## config.mk

```make
export PLATFORM = sky130hd
export DESIGN_NAME = extint_filter_top
export DESIGN_NICKNAME = d
export VERILOG_FILES = /design/src/rtl/extint_pkg.sv /design/src/rtl/extint_strobe_gen.sv /design/src/rtl/extint_router.sv /design/src/rtl/extint_regs.sv /design/src/rtl/extint_chan.sv /design/src/rtl/extint_filter_top.sv
export SDC_FILE = /design/constraint.sdc
export NUM_CORES = 1
export LEC_CHECK = 0
export ABC_AREA = 1
export CELL_PAD_IN_SITES_DETAIL_PLACEMENT = 0
export CELL_PAD_IN_SITES_GLOBAL_PLACEMENT = 1
export CORE_MARGIN = 2
export CORE_UTILIZATION = 38
export DETAILED_ROUTE_END_ITERATION = 12
export PLACE_DENSITY = 0.75
export SYNTH_ARGS = -nofsm -noshare
export SYNTH_HDL_FRONTEND = slang
export SYNTH_SLANG_ARGS = --single-unit
```

## constraint.sdc

```tcl
create_clock -name clk -period 1.95 [get_ports clk]
set_clock_uncertainty 0.15 [all_clocks]
set_input_delay 0.39 -clock clk [delete_from_list [all_inputs] [get_ports clk]]
set_output_delay 0.39 -clock clk [all_outputs]
set_load 0.1 [all_outputs]
```

## src/rtl/extint_pkg.sv

```systemverilog
package extint_pkg;

    typedef enum logic [1:0] {
        TRIG_LOW  = 2'b00,
        TRIG_FALL = 2'b01,
        TRIG_RISE = 2'b10,
        TRIG_BOTH = 2'b11
    } trig_e;

    // packed MSB first: rate [4:3], filter enable [2], trigger [1:0]
    typedef struct packed {
        logic [1:0] rate;
        logic       flt_en;
        trig_e      mode;
    } chan_cfg_t;

    localparam int CFG_W = 5;

    localparam logic [1:0] RGN_CTRL = 2'd0;
    localparam logic [1:0] RGN_MAP  = 2'd1;
    localparam logic [1:0] RGN_PEND = 2'd2;
    localparam logic [1:0] RGN_CONF = 2'd3;

    localparam chan_cfg_t CFG_RESET = '{rate: 2'd0, flt_en: 1'b0, mode: TRIG_FALL};

    function automatic logic edge_fires(input trig_e m, input logic prev, input logic cur);
        logic r;
        case (m)
            TRIG_FALL: r = prev & ~cur;
            TRIG_RISE: r = ~prev & cur;
            TRIG_BOTH: r = prev ^ cur;
            default:   r = 1'b0;
        endcase
        return r;
    endfunction

endpackage

```

## src/rtl/extint_strobe_gen.sv

```systemverilog
module extint_strobe_gen #(
    parameter int SH1 = 3,
    parameter int SH2 = 5,
    parameter int SH3 = 6
) (
    input  logic       clk,
    input  logic       rst,
    output logic [3:0] stb_o
);
    localparam int CNT_W = SH3;
    localparam int SHIFTS [3] = '{SH1, SH2, SH3};

    logic [CNT_W-1:0] cnt_q;

    always_ff @(posedge clk) begin
        if (rst) cnt_q <= '0;
        else     cnt_q <= cnt_q + 1'b1;
    end

    assign stb_o[0] = 1'b1;

    for (genvar g = 0; g < 3; g++) begin : g_div
        assign stb_o[g+1] = &cnt_q[SHIFTS[g]-1:0];
    end


    div_gap_chk: assert property (@(posedge clk) disable iff (rst)
        stb_o[1] |=> !stb_o[1]);

endmodule

```

## src/rtl/extint_router.sv

```systemverilog
module extint_router #(
    parameter int NUM_CH   = 4,
    parameter int NUM_PINS = 4,
    parameter int CH_W     = 2
) (
    input  logic                clk,
    input  logic                rst,
    input  logic [NUM_PINS-1:0] pin_sync_i,
    input  logic [NUM_PINS-1:0] map_en_i,
    input  logic [CH_W-1:0]     map_ch_i [NUM_PINS],
    output logic [NUM_CH-1:0]   lvl_o,
    output logic [NUM_CH-1:0]   conflict_o
);
    localparam int CNT_W = $clog2(NUM_PINS + 1);

    logic [NUM_CH-1:0] conflict_d, conflict_q;

    always_comb begin
        for (int c = 0; c < NUM_CH; c++) begin
            logic            found;
            logic [CNT_W-1:0] hits;
            found    = 1'b0;
            hits     = '0;
            lvl_o[c] = 1'b1;
            for (int p = 0; p < NUM_PINS; p++) begin
                if (map_en_i[p] && map_ch_i[p] == CH_W'(c)) begin
                    hits = hits + 1'b1;
                    if (!found) begin
                        lvl_o[c] = pin_sync_i[p];
                        found    = 1'b1;
                    end
                end
            end
            conflict_d[c] = (hits > CNT_W'(1));
        end
    end

    always_ff @(posedge clk) begin
        if (rst) conflict_q <= '0;
        else     conflict_q <= conflict_d;
    end

    assign conflict_o = conflict_q;


    conf_need_two_chk: assert property (@(posedge clk) disable iff (rst)
        (|conflict_q) |-> $past($countones(map_en_i) > 1));

endmodule

```

## src/rtl/extint_regs.sv

```systemverilog
module extint_regs
    import extint_pkg::*;
#(
    parameter int NUM_CH   = 4,
    parameter int NUM_PINS = 4,
    parameter int DATA_W   = 8,
    parameter int IDX_W    = 2,
    parameter int CH_W     = 2,
    parameter int ADDR_W   = IDX_W + 2
) (
    input  logic                clk,
    input  logic                rst,
    input  logic                bus_wr,
    input  logic [ADDR_W-1:0]   bus_addr,
    input  logic [DATA_W-1:0]   bus_wdata,
    output logic [DATA_W-1:0]   bus_rdata,
    input  logic [NUM_CH-1:0]   pend_i,
    input  logic [NUM_CH-1:0]   conflict_i,
    output chan_cfg_t           cfg_o    [NUM_CH],
    output logic [NUM_CH-1:0]   cfg_wr_o,
    output logic [NUM_CH-1:0]   clr_o,
    output logic [NUM_PINS-1:0] map_en_o,
    output logic [CH_W-1:0]     map_ch_o [NUM_PINS]
);
    logic [1:0]       rgn;
    logic [IDX_W-1:0] idx;
    logic             unused_wdata;

    assign rgn          = bus_addr[ADDR_W-1 -: 2];
    assign idx          = bus_addr[IDX_W-1:0];
    assign unused_wdata = ^bus_wdata;

    chan_cfg_t        ctrl_q [NUM_CH];
    logic [CH_W-1:0]  mch_q  [NUM_PINS];
    logic [NUM_PINS-1:0] men_q;

    always_comb begin
        for (int c = 0; c < NUM_CH; c++)
            cfg_wr_o[c] = bus_wr && rgn == RGN_CTRL && idx == IDX_W'(c);
        clr_o = (bus_wr && rgn == RGN_PEND) ? bus_wdata[NUM_CH-1:0] : '0;
    end

    always_ff @(posedge clk) begin
        if (rst) begin
            for (int c = 0; c < NUM_CH; c++) ctrl_q[c] <= CFG_RESET;
            for (int p = 0; p < NUM_PINS; p++) begin
                men_q[p] <= 1'b1;
                mch_q[p] <= CH_W'(p % NUM_CH);
            end
        end else if (bus_wr) begin
            for (int c = 0; c < NUM_CH; c++)
                if (cfg_wr_o[c]) ctrl_q[c] <= chan_cfg_t'(bus_wdata[CFG_W-1:0]);
            for (int p = 0; p < NUM_PINS; p++)
                if (rgn == RGN_MAP && idx == IDX_W'(p)) begin
                    men_q[p] <= bus_wdata[DATA_W-1];
                    mch_q[p] <= bus_wdata[CH_W-1:0];
                end
        end
    end

    always_comb begin
        bus_rdata = '0;
        case (rgn)
            RGN_CTRL: for (int c = 0; c < NUM_CH; c++)
                          if (idx == IDX_W'(c)) bus_rdata = DATA_W'(ctrl_q[c]);
            RGN_MAP:  for (int p = 0; p < NUM_PINS; p++)
                          if (idx == IDX_W'(p)) begin
                              bus_rdata[DATA_W-1] = men_q[p];
                              bus_rdata[CH_W-1:0] = mch_q[p];
                          end
            RGN_PEND: bus_rdata = DATA_W'(pend_i);
            default:  bus_rdata = DATA_W'(conflict_i);
        endcase
    end

    assign cfg_o    = ctrl_q;
    assign map_en_o = men_q;
    assign map_ch_o = mch_q;

endmodule

```

## src/rtl/extint_chan.sv

```systemverilog
module extint_chan
    import extint_pkg::*;
(
    input  logic       clk,
    input  logic       rst,
    input  logic       lvl_i,
    input  logic [3:0] stb_i,
    input  chan_cfg_t  cfg_i,
    input  logic       cfg_wr_i,
    input  logic       clr_i,
    output logic       irq_o,
    output logic       pend_o
);
    logic [1:0] hist_q;
    logic       filt_q;
    logic       prev_q;
    logic       quiet_q;
    logic       pend_q;
    logic       stb_sel;
    logic       det;
    logic       hit;
    logic       lvl_mode;

    assign stb_sel  = stb_i[cfg_i.rate];
    assign lvl_mode = (cfg_i.mode == TRIG_LOW);

    // run-length filter: always tracks the pin at the selected rate
    always_ff @(posedge clk) begin
        if (rst) begin
            hist_q <= 2'b11;
            filt_q <= 1'b1;
        end else if (stb_sel) begin
            hist_q <= {hist_q[0], lvl_i};
            if (lvl_i == hist_q[0] && lvl_i == hist_q[1]) filt_q <= lvl_i;
        end
    end

    assign det = cfg_i.flt_en ? filt_q : lvl_i;
    assign hit = !quiet_q && edge_fires(cfg_i.mode, prev_q, det);

    always_ff @(posedge clk) begin
        if (rst) begin
            prev_q  <= 1'b1;
            quiet_q <= 1'b0;
            pend_q  <= 1'b0;
        end else begin
            prev_q  <= det;
            quiet_q <= cfg_wr_i;
            if (hit)        pend_q <= 1'b1;
            else if (clr_i) pend_q <= 1'b0;
        end
    end

    assign pend_o = pend_q;
    assign irq_o  = lvl_mode ? ~det : pend_q;


    flt_step_chk: assert property (@(posedge clk) disable iff (rst)
        !$stable(filt_q) |-> ($past(stb_sel) && $past(lvl_i) == filt_q));


    quiet_hold_chk: assert property (@(posedge clk) disable iff (rst)
        quiet_q |=> !$rose(pend_q));


    pend_clr_chk: assert property (@(posedge clk) disable iff (rst)
        (clr_i && !hit) |=> !pend_q);


    level_nopend_chk: assert property (@(posedge clk) disable iff (rst)
        $rose(pend_q) |-> !$past(lvl_mode));

endmodule

```

## src/rtl/extint_filter_top.sv

```systemverilog
module extint_filter_top
    import extint_pkg::*;
#(
    parameter  int NUM_CH   = 4,
    parameter  int NUM_PINS = 4,
    parameter  int DATA_W   = 8,
    parameter  int SH1      = 3,
    parameter  int SH2      = 5,
    parameter  int SH3      = 6,
    localparam int CH_W     = (NUM_CH > 1) ? $clog2(NUM_CH) : 1,
    localparam int PIN_W    = (NUM_PINS > 1) ? $clog2(NUM_PINS) : 1,
    localparam int IDX_W    = (CH_W > PIN_W) ? CH_W : PIN_W,
    localparam int ADDR_W   = IDX_W + 2
) (
    input  logic                clk,
    input  logic                rst,
    input  logic [NUM_PINS-1:0] pin_i,
    input  logic                bus_wr,
    input  logic [ADDR_W-1:0]   bus_addr,
    input  logic [DATA_W-1:0]   bus_wdata,
    output logic [DATA_W-1:0]   bus_rdata,
    output logic [NUM_CH-1:0]   irq_o,
    output logic [NUM_CH-1:0]   pend_o
);
    logic [NUM_PINS-1:0] s1_q, s2_q;
    logic [3:0]          stb;
    logic [NUM_CH-1:0]   lvl, conflict, cfg_wr, clr;
    logic [NUM_PINS-1:0] map_en;
    logic [CH_W-1:0]     map_ch [NUM_PINS];
    chan_cfg_t           cfg    [NUM_CH];

    always_ff @(posedge clk) begin
        if (rst) begin
            s1_q <= '1;
            s2_q <= '1;
        end else begin
            s1_q <= pin_i;
            s2_q <= s1_q;
        end
    end

    extint_strobe_gen #(.SH1(SH1), .SH2(SH2), .SH3(SH3)) u_stb (
        .clk   (clk),
        .rst   (rst),
        .stb_o (stb)
    );

    extint_router #(.NUM_CH(NUM_CH), .NUM_PINS(NUM_PINS), .CH_W(CH_W)) u_route (
        .clk        (clk),
        .rst        (rst),
        .pin_sync_i (s2_q),
        .map_en_i   (map_en),
        .map_ch_i   (map_ch),
        .lvl_o      (lvl),
        .conflict_o (conflict)
    );

    extint_regs #(
        .NUM_CH(NUM_CH), .NUM_PINS(NUM_PINS), .DATA_W(DATA_W),
        .IDX_W(IDX_W), .CH_W(CH_W), .ADDR_W(ADDR_W)
    ) u_regs (
        .clk        (clk),
        .rst        (rst),
        .bus_wr     (bus_wr),
        .bus_addr   (bus_addr),
        .bus_wdata  (bus_wdata),
        .bus_rdata  (bus_rdata),
        .pend_i     (pend_o),
        .conflict_i (conflict),
        .cfg_o      (cfg),
        .cfg_wr_o   (cfg_wr),
        .clr_o      (clr),
        .map_en_o   (map_en),
        .map_ch_o   (map_ch)
    );

    for (genvar c = 0; c < NUM_CH; c++) begin : g_chan
        extint_chan u_chan (
            .clk      (clk),
            .rst      (rst),
            .lvl_i    (lvl[c]),
            .stb_i    (stb),
            .cfg_i    (cfg[c]),
            .cfg_wr_i (cfg_wr[c]),
            .clr_i    (clr[c]),
            .irq_o    (irq_o[c]),
            .pend_o   (pend_o[c])
        );
    end

endmodule

```

* Yosys cells after proc, flatten, opt, wreduce, memory -nomap -nowiden
Cells that the tools add are included.
** Word-level totals
- Register bits :: 74
- Word-level logic and storage cells :: 289
- Output and inout port bits :: 16
- Bits of input ports :: 19
** Cells by class
- Equal/unequal tests :: 37
- $lt $le $gt $ge :: 8
- Add/subtract/negate cells :: 13
- Bitwise logic cells :: 20
- Muxes and demuxes :: 100
- Reduce and logical (&&, ||, !) cells :: 67
** Operator list (count)
- $mux W1 :: 68
- $eq A2 B2 Y1 const B :: 19
- $mux W3 :: 12
- $logic_and A1 B1 Y1 :: 34
- $add A3 B1 Y3 const B :: 8
- $reduce_and A2 Y1 :: 12
- $eq A2 B1 Y1 const B :: 10
- $logic_not A2 Y1 :: 10
- $mux W5 :: 4
- $gt A3 B1 Y1 const B :: 4
- $lt A2 B3 Y1 const B :: 4
- $pmux W1 S3 :: 4
- $pmux W3 S3 :: 1
- $add A1 B1 Y2 const B :: 4
- $and A1 B1 Y1 :: 8
- $bmux W1 S2 :: 4
- $eq A1 B1 Y1 :: 8
- $mux W2 :: 4
- $not A1 Y1 :: 8
- $reduce_bool A2 Y1 :: 4
- $add A6 B1 Y6 const B :: 1
- $pmux W2 S3 :: 1
- $reduce_and A6 Y1 :: 1
- $reduce_and A5 Y1 :: 1
- other kinds (5) :: 11

* Longest topological paths before layout
- Word-level depth :: 15
- Depth in mapped cells :: 17
- Mapped depth without buffers :: 17

* Hierarchy
From an unflattened synthesis, not the netlist that was laid out.
** Second synthesis, totals
- Cell total of the unflattened synthesis :: 717
- Area total of the unflattened synthesis :: 4599.4 µm²
** Modules (own cells, without submodules)
- extint_regs :: cells an instance 238, sequential area each 640.6 µm², area an instance 1582.8 µm², times used 1
- extint_chan :: cells an instance 57, sequential area each 120.1 µm², area an instance 387.9 µm², times used 4
- extint_router :: cells an instance 188, sequential area each 80.1 µm², area an instance 963.4 µm², times used 1
- extint_strobe_gen :: cells an instance 38, sequential area each 120.1 µm², area an instance 277.8 µm², times used 1
- extint_filter_top :: cells an instance 25, sequential area each 160.2 µm², area an instance 224.0 µm², times used 1

* Worst setup path before layout
No wires, ideal clock.
- Path type :: input -> output
- Start :: input port bus_addr[0]
- End :: output port bus_rdata[1]
- Required time :: 1410 ps
- Arrival :: 2490 ps
- Cell stages on the path :: 9
- Path buffers :: 1
- Setup slack :: -1080 ps
- Path through :: buf_4 > inv_1 > nand2_4 > inv_1 > nand2_1 > nand3_1 > nand3_1 > nand2_1 > a21oi_1
** Between the ends
- Cells in the longest elaborated chain, start to end :: 6
- Elaborated cells on any way between the ends :: 13
- Those cells by class :: eq/ne: 3; mux: 9; reduce/logical: 1
** Ends and longest elaborated chain
- start, declared :: RTL line extint_filter_top.sv:19 : input logic [ADDR_W-1:0] bus_addr,
- $logic_not A2 Y1 :: RTL line extint_regs.sv:65, extint_regs.sv:67
- $mux W2 / $mux W5 (equally long branches) (4 in a row) :: RTL line extint_regs.sv:67, extint_regs.sv:65
- $pmux W2 S3 * :: RTL line extint_regs.sv:63 : case (rgn)
- end, declared :: RTL line extint_filter_top.sv:21 : output logic [DATA_W-1:0] bus_rdata,
Mark *: on every way between the ends. The rest lies on a longest branch, timed or not.

* Worst setup path in the final report
- Start :: register u_regs.mch_q, in the netlist u_regs.map_ch_o[5]
- End :: output port irq_o[1]
** Between the ends
- Cells in the longest elaborated chain, start to end :: 10
- Elaborated cells on any way between the ends :: 12
- Those cells by class :: eq/ne: 1; mux: 9; bitwise: 1; reduce/logical: 1
** Ends and longest elaborated chain
- start, declared :: RTL line extint_regs.sv:34 : logic [CH_W-1:0] mch_q [NUM_PINS];
- start signal, assigned by index :: RTL line extint_regs.sv:48 : mch_q[p] <= CH_W'(p % NUM_CH);
- start signal, assigned by index :: RTL line extint_regs.sv:56 : mch_q[p] <= bus_wdata[CH_W-1:0];
- $eq A2 B1 Y1 * :: RTL line extint_router.sv:26 : if (map_en_i[p] && map_ch_i[p] == CH_W'(c)) begin
- $logic_and A1 B1 Y1 * :: RTL line extint_router.sv:26
- $mux W1 :: RTL line extint_router.sv:26
- $mux W1 :: RTL line extint_router.sv:28 : if (!found) begin
- $mux W1 :: RTL line extint_router.sv:26
- $mux W1 :: RTL line extint_router.sv:28
- $mux W1 * :: RTL line extint_router.sv:26
- $mux W1 * :: RTL line extint_chan.sv:38 : assign det = cfg_i.flt_en ? filt_q : lvl_i;
- $not A1 Y1 * :: RTL line extint_chan.sv:55 : assign irq_o = lvl_mode ? ~det : pend_q;
- $mux W1 * :: RTL line extint_chan.sv:55
- end, declared :: RTL line extint_filter_top.sv:22 : output logic [NUM_CH-1:0] irq_o,
Marked as above.

==> reports/results.ini <==
[sta]
setup_ws_ps=-517
rsz0062_at_grt=yes
clock.fmax_ghz=0.405
finalCritPeriodShare_pct=127
fin_crit_ps=2470
hold_viol=0
setup_violations=16
drv_slew=0
holdWs_ps=259
tns_ps=-3860

[global_route]
grtUsageTotal_pct=21.2
grt_max_degree=35
grt_pass1_vias=4179
antenna_found_initial=0
grt_remaining_overflow=0
grtUsageMet3_pct=5.36
grt_use_met2_pct=36.2
grt_pass1_wl_um=20700
grt_use_met1_pct=26.7
grt.busiest_layer=met2

[place]
post-place-ws_ps=-525
dpl.hpwl_um=9810
placed_cell_area_sq_um=5700
routabilityCongestion=0.878
io_buffers=30

[detailed_routing]
drt_wl_total_um=12800
via_count=4430
drt_first_pass_iters=4
via_per_inst=4.97
drc_errors=0
avgRoutedWirePerCell_um=14.3
drt_iter0_drc=163
ant_nets=0

[cells_and_area]
syn2layout_area_growth_pct=53.4
finalInstanceArea_sq_um=6650
drive_above_1_share_pct=42.6
diodes=0
fin_nets=789

[power_and_ir_drop]
swShare_pct=29.2
seq_power_share_pct=37.5
clkPwrFrac_pct=38.9
peakVddDrop_v=0.000623
p_sw_mw=1.25
power_density_nw_per_um2=645
total_power_mw=4.29
p_leak_nw=3.09
p_int_mw=3.04
combPwrFrac_pct=23.5

[critical_path]
worstSetupPathType=reg -> out
crit_fanout=3
cp-start-kind=flip-flop
arrival_ps=1930
cp.required_ps=1410
crit_chain=inv_2 -> nand2_4 -> nor2_4 -> inv_2 -> ha_4 -> nand4_1 -> nor2_1 -> nor2_1 -> nand2_2 -> nand3_4 -> nand3_2 -> nand2_2 -> buf_12
slowest_delay_ps=330
worst_setup_path_end_kind=output pin
critPathSlowestCell=dfxtp_2

[floorplan]
num_io_pins=35
dieArea_sq_um=12300
initial_core_util_pct=39.5
die_y_um=111
coreArea_sq_um=11000
placementRows=38
dieWidth_um=111

[clocking]
insertion_delay_ps=340
numCtsBuffers=9
cts_buffer_depth=2
cts_sinks=74
cts_tree=built
clkSlewWorstSetupHoldPaths_ps=50
htree_num_levels=3
clockRootBuffer=clkbuf_16

[status]
violations=negative setup slack
status=complete, but fails checks

[synthesis]
syn-cell-area_sq_um=4330
synthMuxAreaShare_pct=0
synth_xor_area_share_pct=1.62
synth_adder_area_share_pct=6.64
synth_compound_area_share_pct=15.9
synth.distinct_cells=34
avgSynthCellArea_sq_um=7.05
ys_seq_area_share_pct=34.2
synth_cells=615
ys_warn_count=0
yosys.area_share.simple_pct=30.2
synth_top_family_by_area=simple AND/OR/NAND/NOR gates
synth_seq_cells=74

[min_path]
hold_path_class=reg -> reg

[run]
maxCapViolations=0

## cells in the mapped netlist
library cell,number,area [sq um]
nand2_1,106,398
nand4_2,1,12.5
a21boi_2,1,11.3
nand3_2,7,70.1
o21ai_1,7,35.0
nand3_1,54,270
xor2_1,7,61.3
o211ai_1,10,75.1
inv_2,16,60.1
a21boi_1,2,15.0
nand2_2,14,87.6
a22oi_1,1,7.51
buf_2,1,5.00
buf_4,12,90.1
nand3b_2,1,11.3
inv_4,1,6.26
ha_1,23,288
nor2_8,3,60.1
o221ai_1,2,17.5
xnor2_1,1,8.76
o21ai_0,54,270
dfxtp_1,74,1480
nand2_4,2,22.5
o22ai_1,1,6.26
nand4_1,7,43.8
inv_1,77,289
buf_6,1,11.3
or2_2,8,50.1
nor2_2,9,56.3
a21oi_1,50,250
clkbuf_1,9,33.8
nor2_4,4,45.0
conb_1,1,3.75
nor2_1,48,180
## worst max-delay path, delay by kind of cell, from the launching register on
kind          cells  cell delay [ps]
flops             1              330
simple gates      9              810
buf+inv           3              290
fa+ha+maj         1              150
## worst paths after layout
path	startpoint	end	slack (ps)	cells after the start
max reg2reg	u_regs.map_ch_o[5]$_SDFFE_PP0P_	g_chan[1].u_chan.pend_o$_SDFFE_PP0P_	-400	18
max	u_regs.map_ch_o[5]$_SDFFE_PP0P_	irq_o[1]	-520	13
min reg2reg	s1_q[0]$_SDFF_PP1_	s2_q[0]$_SDFF_PP1_	260	1
min	s1_q[0]$_SDFF_PP1_	s2_q[0]$_SDFF_PP1_	260	1
## flip-flops by register name, summed over array words and instances, names as in the netlist
register / flops
s1_q: 4
u_regs.map_en_o: 4
u_stb.cnt_q: 6
s2_q: 4
g_chan.u_chan.filt_q: 4
u_route.conflict_o: 4
g_chan.u_chan.prev_q: 4
g_chan.u_chan.quiet_q: 4
u_regs.cfg_o: 20
u_regs.map_ch_o: 8
g_chan.u_chan.pend_o: 4
g_chan.u_chan.hist_q: 8
## kinds of logic after synthesis
logic type | Yosys count
compound gates | 128
xor+xnor | 8
fa+ha+maj | 23
buf+inv | 117
flops | 74
other cells | 1
simple gates | 264
## cell usage in the layout (no fill, tap or decap), types with 6 or more instances in the layout
cell             synthesis  final
o211ai_1                10     10
nand3_2                  7     20
nand2_4                  2      9
buf_4                   12     97
buf_6                    1     15
a21oi_2                  0      7
dfxtp_4                  0      6
or2_2                    8      8
buf_12                   0     15
nand2_1                106     91
clkdlybuf4s50_1          0     12
ha_4                     0     10
o21ai_1                  7     16
inv_1                   77     61
inv_2                   16     26
nor2_1                  48     39
nor2_4                   4     14
o21ai_0                 54     37
nand2_2                 14     21
inv_4                    1      6
nor2_2                   9      8
nand3_1                 54     38
dfxtp_2                  0     10
clkbuf_16                0      9
dfxtp_1                 74     58
xor2_1                   7      7
ha_1                    23      8
nand4_1                  7      7
a21oi_1                 50     40
## stage by stage
stage | utilization (%) | instances
after CTS | 57.7 | 883
final | 60.5 | 892
after global placement | 51.9 | 856
after detailed placement | 51.9 | 856
after floorplan | - | 616
after global routing | 60.5 | 892
## layer usage
metal | part of all wire (%) | wire length [um] | vias up
met4 | 1.5 | 191 | 0
li1 | - | - | 2261
met3 | 4.4 | 569 | 17
met1 | 45 | 5720 | 2064
met2 | 49 | 6320 | 88
met5 | 0 | 0 | -
## power groups by stage
stage               Sequential [mW]  Clock, mW  Combinational (mW)
finish                         1.61       1.67                1.01
global route                   1.62       1.77                1.08
CTS                            1.61       1.72               0.961
detailed placement             1.65          0               0.905
global placement               1.64          0               0.893
floorplan                      1.63          0               0.605
## cell type report
class	instances	area [sq um]
Multi-Input combinational cell	425	2930
Clock inverter	2	35.0
Fill cell	983	4330
Timing Repair Buffer	143	1360
Clock buffer	14	264
Tap cell	140	175
Sequential cell	74	1520
Inverter	94	375
## repair_timing
action / 4_1_cts / 5_1_grt
setup buffers: 13 / 12
hold buffers: 0 / 0
setup endpoints to repair: 18 / 28
pin swaps: 39 / 40
endpoints found under the hold margin: 0 / 0
gates resized for setup: 91 / 74
Power figures use the tool's default switching activity.
